### src/rtl/daf_pkg.sv
package daf_pkg;
   localparam int MAC_W   = 48;
   localparam int DATA_W  = 32;
   localparam int CMD_W   = 5;
   // command bit positions
   localparam int CB_UNI   = 0;
   localparam int CB_MULTI = 1;
   localparam int CB_BCAST = 2;
   localparam int CB_INV   = 3;
   localparam int CB_CMP   = 4;
   // position of the group bit within the address
   localparam int GROUP_BIT = MAC_W - 8;

   typedef enum logic [1:0] {
      CLS_UNI   = 2'd0,
      CLS_MULTI = 2'd1,
      CLS_BCAST = 2'd2
   } addr_class_t;

   function automatic addr_class_t classify(input logic [MAC_W-1:0] a);
      if (&a)              return CLS_BCAST;
      else if (a[GROUP_BIT]) return CLS_MULTI;
      else                 return CLS_UNI;
   endfunction
endpackage

### src/rtl/daf_regfile.sv
module daf_regfile
   import daf_pkg::*;
#(
   parameter int N_ENTRIES = 16,
   parameter int ADDR_W    = 8
) (
   input  logic                       clk,
   input  logic                       rst_n,
   input  logic                       wr_en,
   input  logic [ADDR_W-1:0]          wr_addr,
   input  logic [DATA_W-1:0]          wr_data,
   output logic [N_ENTRIES-1:0][MAC_W-1:0] tbl,
   output logic [N_ENTRIES-1:0]       ent_en,
   output logic [CMD_W-1:0]           cmd
);
   localparam int WORD_W  = ADDR_W - 2;
   localparam int HI_W    = DATA_W;
   localparam int LO_W    = MAC_W - DATA_W;
   localparam logic [WORD_W-1:0] EN_WORD  = WORD_W'(2 * N_ENTRIES);
   localparam logic [WORD_W-1:0] CMD_WORD = WORD_W'(2 * N_ENTRIES + 1);

   logic [WORD_W-1:0] wr_word;
   logic              unused_bits;
   assign wr_word     = wr_addr[ADDR_W-1:2];
   assign unused_bits = ^wr_addr[1:0];

   for (genvar i = 0; i < N_ENTRIES; i++) begin : g_ent
      localparam logic [WORD_W-1:0] BASE = WORD_W'(2 * i);
      logic [HI_W-1:0] hi_q;
      logic [LO_W-1:0] lo_q;
      logic            sel;
      assign sel = wr_en && ({wr_word[WORD_W-1:1], 1'b0} == BASE);
      always_ff @(posedge clk) begin
         if (!rst_n) begin
            hi_q <= '0;
            lo_q <= '0;
         end else if (sel) begin
            if (wr_word[0]) lo_q <= wr_data[DATA_W-1 -: LO_W];
            else            hi_q <= wr_data;
         end
      end
      assign tbl[i] = {hi_q, lo_q};
   end

   always_ff @(posedge clk) begin
      if (!rst_n) begin
         ent_en <= '0;
         cmd    <= '0;
      end else if (wr_en) begin
         if (wr_word == EN_WORD)  ent_en <= wr_data[N_ENTRIES-1:0];
         if (wr_word == CMD_WORD) cmd    <= wr_data[CMD_W-1:0];
      end
   end
endmodule

### src/rtl/daf_match_array.sv
module daf_match_array
   import daf_pkg::*;
#(
   parameter int N_ENTRIES = 16,
   parameter int IDX_W     = 4
) (
   input  logic [N_ENTRIES-1:0][MAC_W-1:0] tbl,
   input  logic [N_ENTRIES-1:0]            ent_en,
   input  logic [MAC_W-1:0]                da,
   output logic                            hit,
   output logic [IDX_W-1:0]                idx
);
   logic [N_ENTRIES-1:0] eq;

   for (genvar i = 0; i < N_ENTRIES; i++) begin : g_cmp
      assign eq[i] = ent_en[i] && (tbl[i] == da);
   end

   // scan from the top so the lowest index is written last
   always_comb begin
      idx = '0;
      for (int i = N_ENTRIES - 1; i >= 0; i--) begin
         if (eq[i]) idx = IDX_W'(i);
      end
   end

   assign hit = |eq;
endmodule

### src/rtl/daf_decide.sv
module daf_decide
   import daf_pkg::*;
(
   input  logic [MAC_W-1:0] da,
   input  logic             hit,
   input  logic [CMD_W-1:0] cmd,
   output logic             accept
);
   addr_class_t cls;
   logic        class_ok;
   logic        table_ok;

   assign cls = classify(da);

   always_comb begin
      unique case (cls)
         CLS_BCAST: class_ok = cmd[CB_BCAST];
         CLS_MULTI: class_ok = cmd[CB_MULTI];
         default:   class_ok = cmd[CB_UNI];
      endcase
   end

   assign table_ok = cmd[CB_CMP] && (hit ^ cmd[CB_INV]);
   assign accept   = class_ok || table_ok;
endmodule

### src/rtl/mac_dest_filter.sv
module mac_dest_filter
   import daf_pkg::*;
#(
   parameter int N_ENTRIES = 16,
   parameter int ADDR_W    = 8,
   parameter int IDX_W     = (N_ENTRIES > 1) ? $clog2(N_ENTRIES) : 1
) (
   input  logic              clk,
   input  logic              rst_n,
   input  logic              wr_en,
   input  logic [ADDR_W-1:0] wr_addr,
   input  logic [31:0]       wr_data,
   input  logic              da_valid,
   input  logic [47:0]       da,
   output logic              res_valid,
   output logic              res_accept,
   output logic              res_hit,
   output logic [IDX_W-1:0]  res_index
);
   if (N_ENTRIES < 1 || N_ENTRIES > DATA_W) begin : g_bad_n
      $error("N_ENTRIES must be 1..32");
   end
   if ((2 ** (ADDR_W - 2)) < (2 * N_ENTRIES + 2)) begin : g_bad_aw
      $error("ADDR_W too small for the register map");
   end
   if ((2 ** IDX_W) < N_ENTRIES) begin : g_bad_iw
      $error("IDX_W too small for N_ENTRIES");
   end

   logic [N_ENTRIES-1:0][MAC_W-1:0] tbl;
   logic [N_ENTRIES-1:0]            en_r;
   logic [CMD_W-1:0]                cmd_r;
   logic                            hit_c;
   logic [IDX_W-1:0]                idx_c;
   logic                            acc_c;

   daf_regfile #(.N_ENTRIES(N_ENTRIES), .ADDR_W(ADDR_W)) u_regs (
      .clk(clk), .rst_n(rst_n), .wr_en(wr_en), .wr_addr(wr_addr),
      .wr_data(wr_data), .tbl(tbl), .ent_en(en_r), .cmd(cmd_r)
   );

   daf_match_array #(.N_ENTRIES(N_ENTRIES), .IDX_W(IDX_W)) u_match (
      .tbl(tbl), .ent_en(en_r), .da(da), .hit(hit_c), .idx(idx_c)
   );

   daf_decide u_dec (
      .da(da), .hit(hit_c), .cmd(cmd_r), .accept(acc_c)
   );

   always_ff @(posedge clk) begin
      if (!rst_n) begin
         res_valid  <= 1'b0;
         res_accept <= 1'b0;
         res_hit    <= 1'b0;
         res_index  <= '0;
      end else begin
         res_valid <= da_valid;
         if (da_valid) begin
            res_accept <= acc_c;
            res_hit    <= hit_c;
            res_index  <= idx_c;
         end
      end
   end
endmodule

### config.mk
export PLATFORM = sky130hd
export DESIGN_NAME = mac_dest_filter
export DESIGN_NICKNAME = d
export VERILOG_FILES = /design/src/rtl/daf_pkg.sv /design/src/rtl/daf_regfile.sv /design/src/rtl/daf_match_array.sv /design/src/rtl/daf_decide.sv /design/src/rtl/mac_dest_filter.sv
export SDC_FILE = /design/constraint.sdc
export NUM_CORES = 2
export LEC_CHECK = 0
export ABC_AREA = 1
export BUFFER_PORTS_ARGS = -buffer_cell sky130_fd_sc_hd__clkbuf_2
export CORE_AREA = 2 2 271 407
export DETAILED_ROUTE_END_ITERATION = 12
export DIE_AREA = 0 0 273 409
export PLACE_DENSITY_LB_ADDON = 0.08
export SKIP_CTS_REPAIR_TIMING = 1
export SLEW_MARGIN = 20
export SYNTH_ARGS = -nofsm -noshare
export SYNTH_HDL_FRONTEND = slang
export SYNTH_SLANG_ARGS = --single-unit
### constraint.sdc
create_clock -name clk -period 1.8 [get_ports clk]
set_clock_uncertainty 0.2 [all_clocks]
set_input_delay 0.27 -clock clk [delete_from_list [all_inputs] [get_ports clk]]
set_output_delay 0.27 -clock clk [all_outputs]
set_load 0.005 [all_outputs]
# Word level (Yosys, flattened, before mapping)
# Index checks and enable logic that the tools add are counted.
[totals]
register_bits = 796
in_bits = 92
out_inout_bits = 7
word_cells = 165
[op_classes]
n_eq_ne = 35
muxes = 19
bitwise = 2
reduce_logical = 71
[op_table]
columns = ["operator", "n"]
rows = [
  ["48-bit equality test", 16],
  ["2-bit AND reduction", 34],
  ["4-bit 2-to-1 mux", 16],
  ["48-bit AND reduction", 1],
  ["5-bit by 4-bit equality test with 1-bit output (second input constant)", 8],
  ["1-bit logical AND", 33],
  ["5-bit by 3-bit equality test with 1-bit output (second input constant)", 4],
  ["16-bit OR reduction", 1],
  ["6-bit equality test (second input constant)", 2],
  ["5-bit by 2-bit equality test with 1-bit output (second input constant)", 2],
  ["5-bit by 1-bit equality test with 1-bit output (second input constant)", 1],
  ["5-bit zero test", 1],
  ["2-bit by 1-bit equality test with 1-bit output (second input constant)", 1],
  ["2-bit equality test (second input constant)", 1],
  ["2-bit 2-to-1 mux", 1],
  ["1-bit one-hot mux with 2 select lines", 1],
  ["1-bit logical OR", 1],
  ["1-bit 2-to-1 mux", 1],
  ["1-bit NOT", 1],
  ["1-bit bitwise XOR", 1],
]

# Longest topological paths before layout
[logic_depth]
depth_word = 18
mapped_depth = 27
ltp_nobuf = 26

# Hierarchy
# From an unflattened synthesis, not the netlist that was laid out.
[unflattened]
cells_unflattened = 6882
hier_area_um2 = 43835.8
[by_module_without_submodules]
columns = ["module", "n_inst", "cells_each", "area_each_um2", "seq_area_each_um2"]
rows = [
  ["daf_regfile", 1, 4850, 32847.8, 15795.1],
  ["daf_match_array", 1, 1935, 10482.6, 0.0],
  ["mac_dest_filter", 1, 40, 271.5, 140.1],
  ["daf_decide", 1, 57, 234.0, 0.0],
]

# Worst setup path before layout
# OpenSTA, ideal clock, no wires.
[synth_timing]
path_type = "in2reg"
start = "in da[22]"
end = "reg res_accept"
arrival_time_ps = 1759
t_required_ps = 1530
slack_ps = -229
stages = 15
cell_sequence = "buf_2 -> buf_2 -> xnor2_1 -> nand2_1 -> a221oi_1 -> nand3_1 -> nor3_2 -> nand2_1 -> nand2_1 -> nor2_1 -> nand2_1 -> nor2_1 -> nand2_1 -> nand3_1 -> a21oi_1"
[synth_via]
elab_chain_len = 6
[synth_lines]
columns = ["item", "line_no", "text"]
rows = [
  ["start: declaration", "mac_dest_filter.sv:14", "input logic [47:0] da,"],
  ["48-bit equality test", "daf_match_array.sv:16", "assign eq[i] = ent_en[i] && (tbl[i] == da);"],
  ["1-bit logical AND", "daf_match_array.sv:16", ""],
  ["16-bit OR reduction", "daf_match_array.sv:27", "assign hit = |eq;"],
  ["1-bit bitwise XOR", "daf_decide.sv:23", "assign table_ok = cmd[CB_CMP] && (hit ^ cmd[CB_INV]);"],
  ["1-bit logical AND", "daf_decide.sv:23", ""],
  ["1-bit logical OR (*)", "daf_decide.sv:24", "assign accept = class_ok || table_ok;"],
  ["end signal: assignment", "mac_dest_filter.sv:53", "res_accept <= 1'b0;"],
  ["end signal: assignment", "mac_dest_filter.sv:59", "res_accept <= acc_c;"],
  ["end: declaration", "mac_dest_filter.sv:16", "output logic res_accept,"],
]
# Every way passes the cells marked *; elsewhere a longest branch is shown, timed or not.
# A chain may end at the register's enable or synchronous reset.

# Worst setup path after layout
[layout_timing]
start = "reg u_regs.g_ent[13].lo_q[11]"
end = "reg res_index[0]"
[layout_via]
elab_chain_len = 16
[layout_lines]
columns = ["item", "line_no", "text"]
rows = [
  ["start: declaration", "daf_regfile.sv:30", "logic [LO_W-1:0] lo_q;"],
  ["start signal: assignment", "daf_regfile.sv:38", "if (wr_word[0]) lo_q <= wr_data[DATA_W-1 -: LO_W];"],
  ["48-bit equality test", "daf_match_array.sv:16", ""],
  ["1-bit logical AND", "daf_match_array.sv:16", ""],
  ["4-bit 2-to-1 mux (14 in a row)", "daf_match_array.sv:23", "if (eq[i]) idx = IDX_W'(i);"],
  ["end signal: assignment", "mac_dest_filter.sv:61", "res_index <= idx_c;"],
  ["end: declaration", "mac_dest_filter.sv:18", "output logic [IDX_W-1:0] res_index"],
]
# No other way between the ends.

==> reports/metrics.yaml <==
grt.total_usage_pct: 41.8
dieWidth_um: 273
syn-num-nets: 5357
cp_slowest_cell: "dfxtp_1"
mappedNetlistArea_um2: 37500
min_period_over_period_pct: 137
final_hold_viol_count: 0
syn_inst: 5265
synth_async_sr_flop_share_pct: 0
worst-path-buf-inv: 1
slew_headroom_pct: 57.1
worstPathArrival_ns: 2.92
dpl.hpwl_um: 165000
cts_tree: "built"
rsz0062_at_grt: "yes"
clock_latency_ns: 0.74
cp_top_family: "simple AND/OR/NAND/NOR gates"
port-buffer-count: 96
fin_crit_ns: 2.46
cpMostUsedCell: "nand2_1"
drt_iter0_drc: 6663
cts_root_buf: "clkbuf_16"
end_kind: "flop"
run_status: "complete, but fails checks"
nNetsFinal: 6243
crit_path_start_kind: "flop"
layout-area-overhead-vs-synth_pct: 39.9
layout_commonest_cell: "buf_4"
row_count: 148
critical_path.max_stage_delay_ns: 0.32
power_density_nw_per_um2: 821
yosys.area.top_type: "dfxtp_1"
yosysSeqAreaShare_pct: 42.5
clockBufferDepth: 3
worstPathMaxFanout: 2
fp.dieArea_um2: 112000
netlist.area_leader.share_pct: 42.5
path_clk_slew_ns: 0.07
leakagePower_nw: 20.7
fin_ws_ns: -0.664
ir_drop_mv: 0.616
fin_cells: 7653
vias: 44300
core-area_um2: 108000
start_util_pct: 34.7
globalplace.congestion: 1.00
cts_buffers: 85
violations: "setup timing"
crit_type: "flop to flop"
htree_levels: 3
report.final.setup_viol: 7
drv_cap: 0
dr.pass1.iters: 8
synth_ff_type: "dfxtp_1"
via_per_inst: 5.78
hold_class: "input port to flop"
ios: 99
drtAntennaViolNets: 0
yosys_warnings: 0
overflow: 0
first_global_vias: 40300
hold_slack_ns: 0.127
cts.sinks: 796
drt_wl_total_um: 240000
drive_gt1_share_pct: 24.1
synth_edf_count: 0
fmax_mhz: 406
drc: 0
antenna_found_initial: 30
slew_viol_final: 0
synth-seq-cells: 796
grt_pass1_wl_um: 324000
crit_required_ns: 2.25
layout_common_cells: "buf_4, o21ai_0, dfxtp_1, inv_1, a21oi_1"
avgSynthCellArea_um2: 7.13
ys_top_cells_by_area: "dfxtp_1, o21ai_0, a21oi_1"
dp_cells: 7454
crit_chain: "inv_1 -> o22ai_1 -> nor2_1 -> nand2_1 -> nor2_2 -> nand2_1 -> nor2_2 -> nand2_2 -> nand2_2 -> nand2_2 -> nand2_2 -> nand2_1 -> nand2_1 -> nand2_1 -> nand2_1 -> nand2_1 -> nand2_1 -> nand2_1 -> nand2_1 -> nand2_1 -> nand2_1 -> nand2_1 -> nand2_1"
grt_max_degree: 109
detail_route.wl_per_cell_um: 31.4
ys_types: 41
fp.dieH_um: 409
tightest_slew_ns: 0.644
==> path summary, 6_finish.rpt <==
kind	startpoint	end	slack, ns	depth (start not counted)
setup / recovery	u_regs.g_ent[13].lo_q[11]$_SDFFE_PN0P_	res_index[0]$_SDFFE_PN0P_	-0.66	23
hold / removal	da[40]	res_accept$_SDFFE_PN0P_	0.13	5
setup reg to reg	u_regs.g_ent[13].lo_q[11]$_SDFFE_PN0P_	res_index[0]$_SDFFE_PN0P_	-0.66	23
hold reg to reg	u_regs.g_ent[1].hi_q[22]$_SDFFE_PN0P_	u_regs.g_ent[1].hi_q[22]$_SDFFE_PN0P_	0.26	2
==> layout make-up <==
cell class                 instances  area (um^2)
fill                           10900        55600
tap                             1425         1780
timing repair buffer            1231        11800
inverter                         721         2750
clock inverter                    21          260
multi-input combinational       3316        17300
sequential                       796        16000
clock buffer                     129         2560
antenna                           14         35.0
==> logic make-up after synthesis <==
kind of cell | after synthesis | share of synthesized area [%]
simple gates | 1188 | 13.1
flops | 796 | 42.5
xor+xnor | 148 | 3.45
buf+inv | 1153 | 12.6
compound gates | 1980 | 28.5
==> state kept, by name (all words and copies together), names as in the netlist <==
signal	cells
u_regs.g_ent.lo_q	256
u_regs.ent_en	16
u_regs.g_ent.hi_q	512
res_valid	1
u_regs.cmd	5
res_index	4
res_hit	1
res_accept	1
==> worst reg2reg max path, cell delays in order (launching register included) <==
cell and delay [ns]:
dfxtp_1 0.32, inv_1 0.17, o22ai_1 0.11, nor2_1 0.09, nand2_1 0.07, nor2_2 0.15
nand2_1 0.08, nor2_2 0.14, nand2_2 0.16, nand2_2 0.11, nand2_2 0.06, nand2_2 0.06
nand2_1 0.05, nand2_1 0.05, nand2_1 0.05, nand2_1 0.05, nand2_1 0.04, nand2_1 0.07
nand2_1 0.05, nand2_1 0.08, nand2_1 0.07, nand2_1 0.07, nand2_1 0.05, nand2_1 0.06
==> metrics by stage <==
| step | setup WS (ns) | utilization, % | cell area (um^2) | power (mW) | TNS, ns |
|---|---|---|---|---|---|
| after floorplan | -0.177 | - | 37900 | 20.3 | -8.40 |
| after global placement | -1.34 | 45.3 | 49000 | 24.3 | -92.91 |
| after detailed placement | -1.34 | 45.3 | 49000 | 24.3 | -106.41 |
| after CTS | -0.948 | 47.9 | 51800 | 42.8 | -4.99 |
| after global routing | -0.784 | 48.5 | 52500 | 43.8 | -4.01 |
| final | -0.664 | 48.6 | 52500 | 43.1 | -3.41 |
==> power breakdown <==
part,switching (mW),total [mW],internal (mW)
Clock,8.23,18.8,10.5
Combinational,4.29,6.50,2.21
Sequential,0.0846,17.8,17.7
Total,12.6,43.1,30.5
==> per-layer routing <==
layer	GRT usage (%)	part of all wire (%)	vias up
met5	0	0.030	-
met2	62.9	42	2904
met4	32.0	9.2	10
met3	8.73	11	841
li1	-	-	19500
met1	52.2	37	21100
==> cells in the mapped netlist (all sizes together), types with 2 or more instances <==
library cell / n
a211oi: 4
a21oi: 660
a221oi: 59
a22o: 2
buf: 141
clkbuf: 291
clkinv: 6
dfxtp: 796
inv: 715
nand2: 487
nand3: 60
nand4: 47
nor2: 494
nor3: 18
nor4: 72
o2111ai: 12
o211ai: 3
o21ai: 872
o22ai: 362
or2: 8
xnor2: 57
xor2: 91
Power figures use the tool's default switching activity.
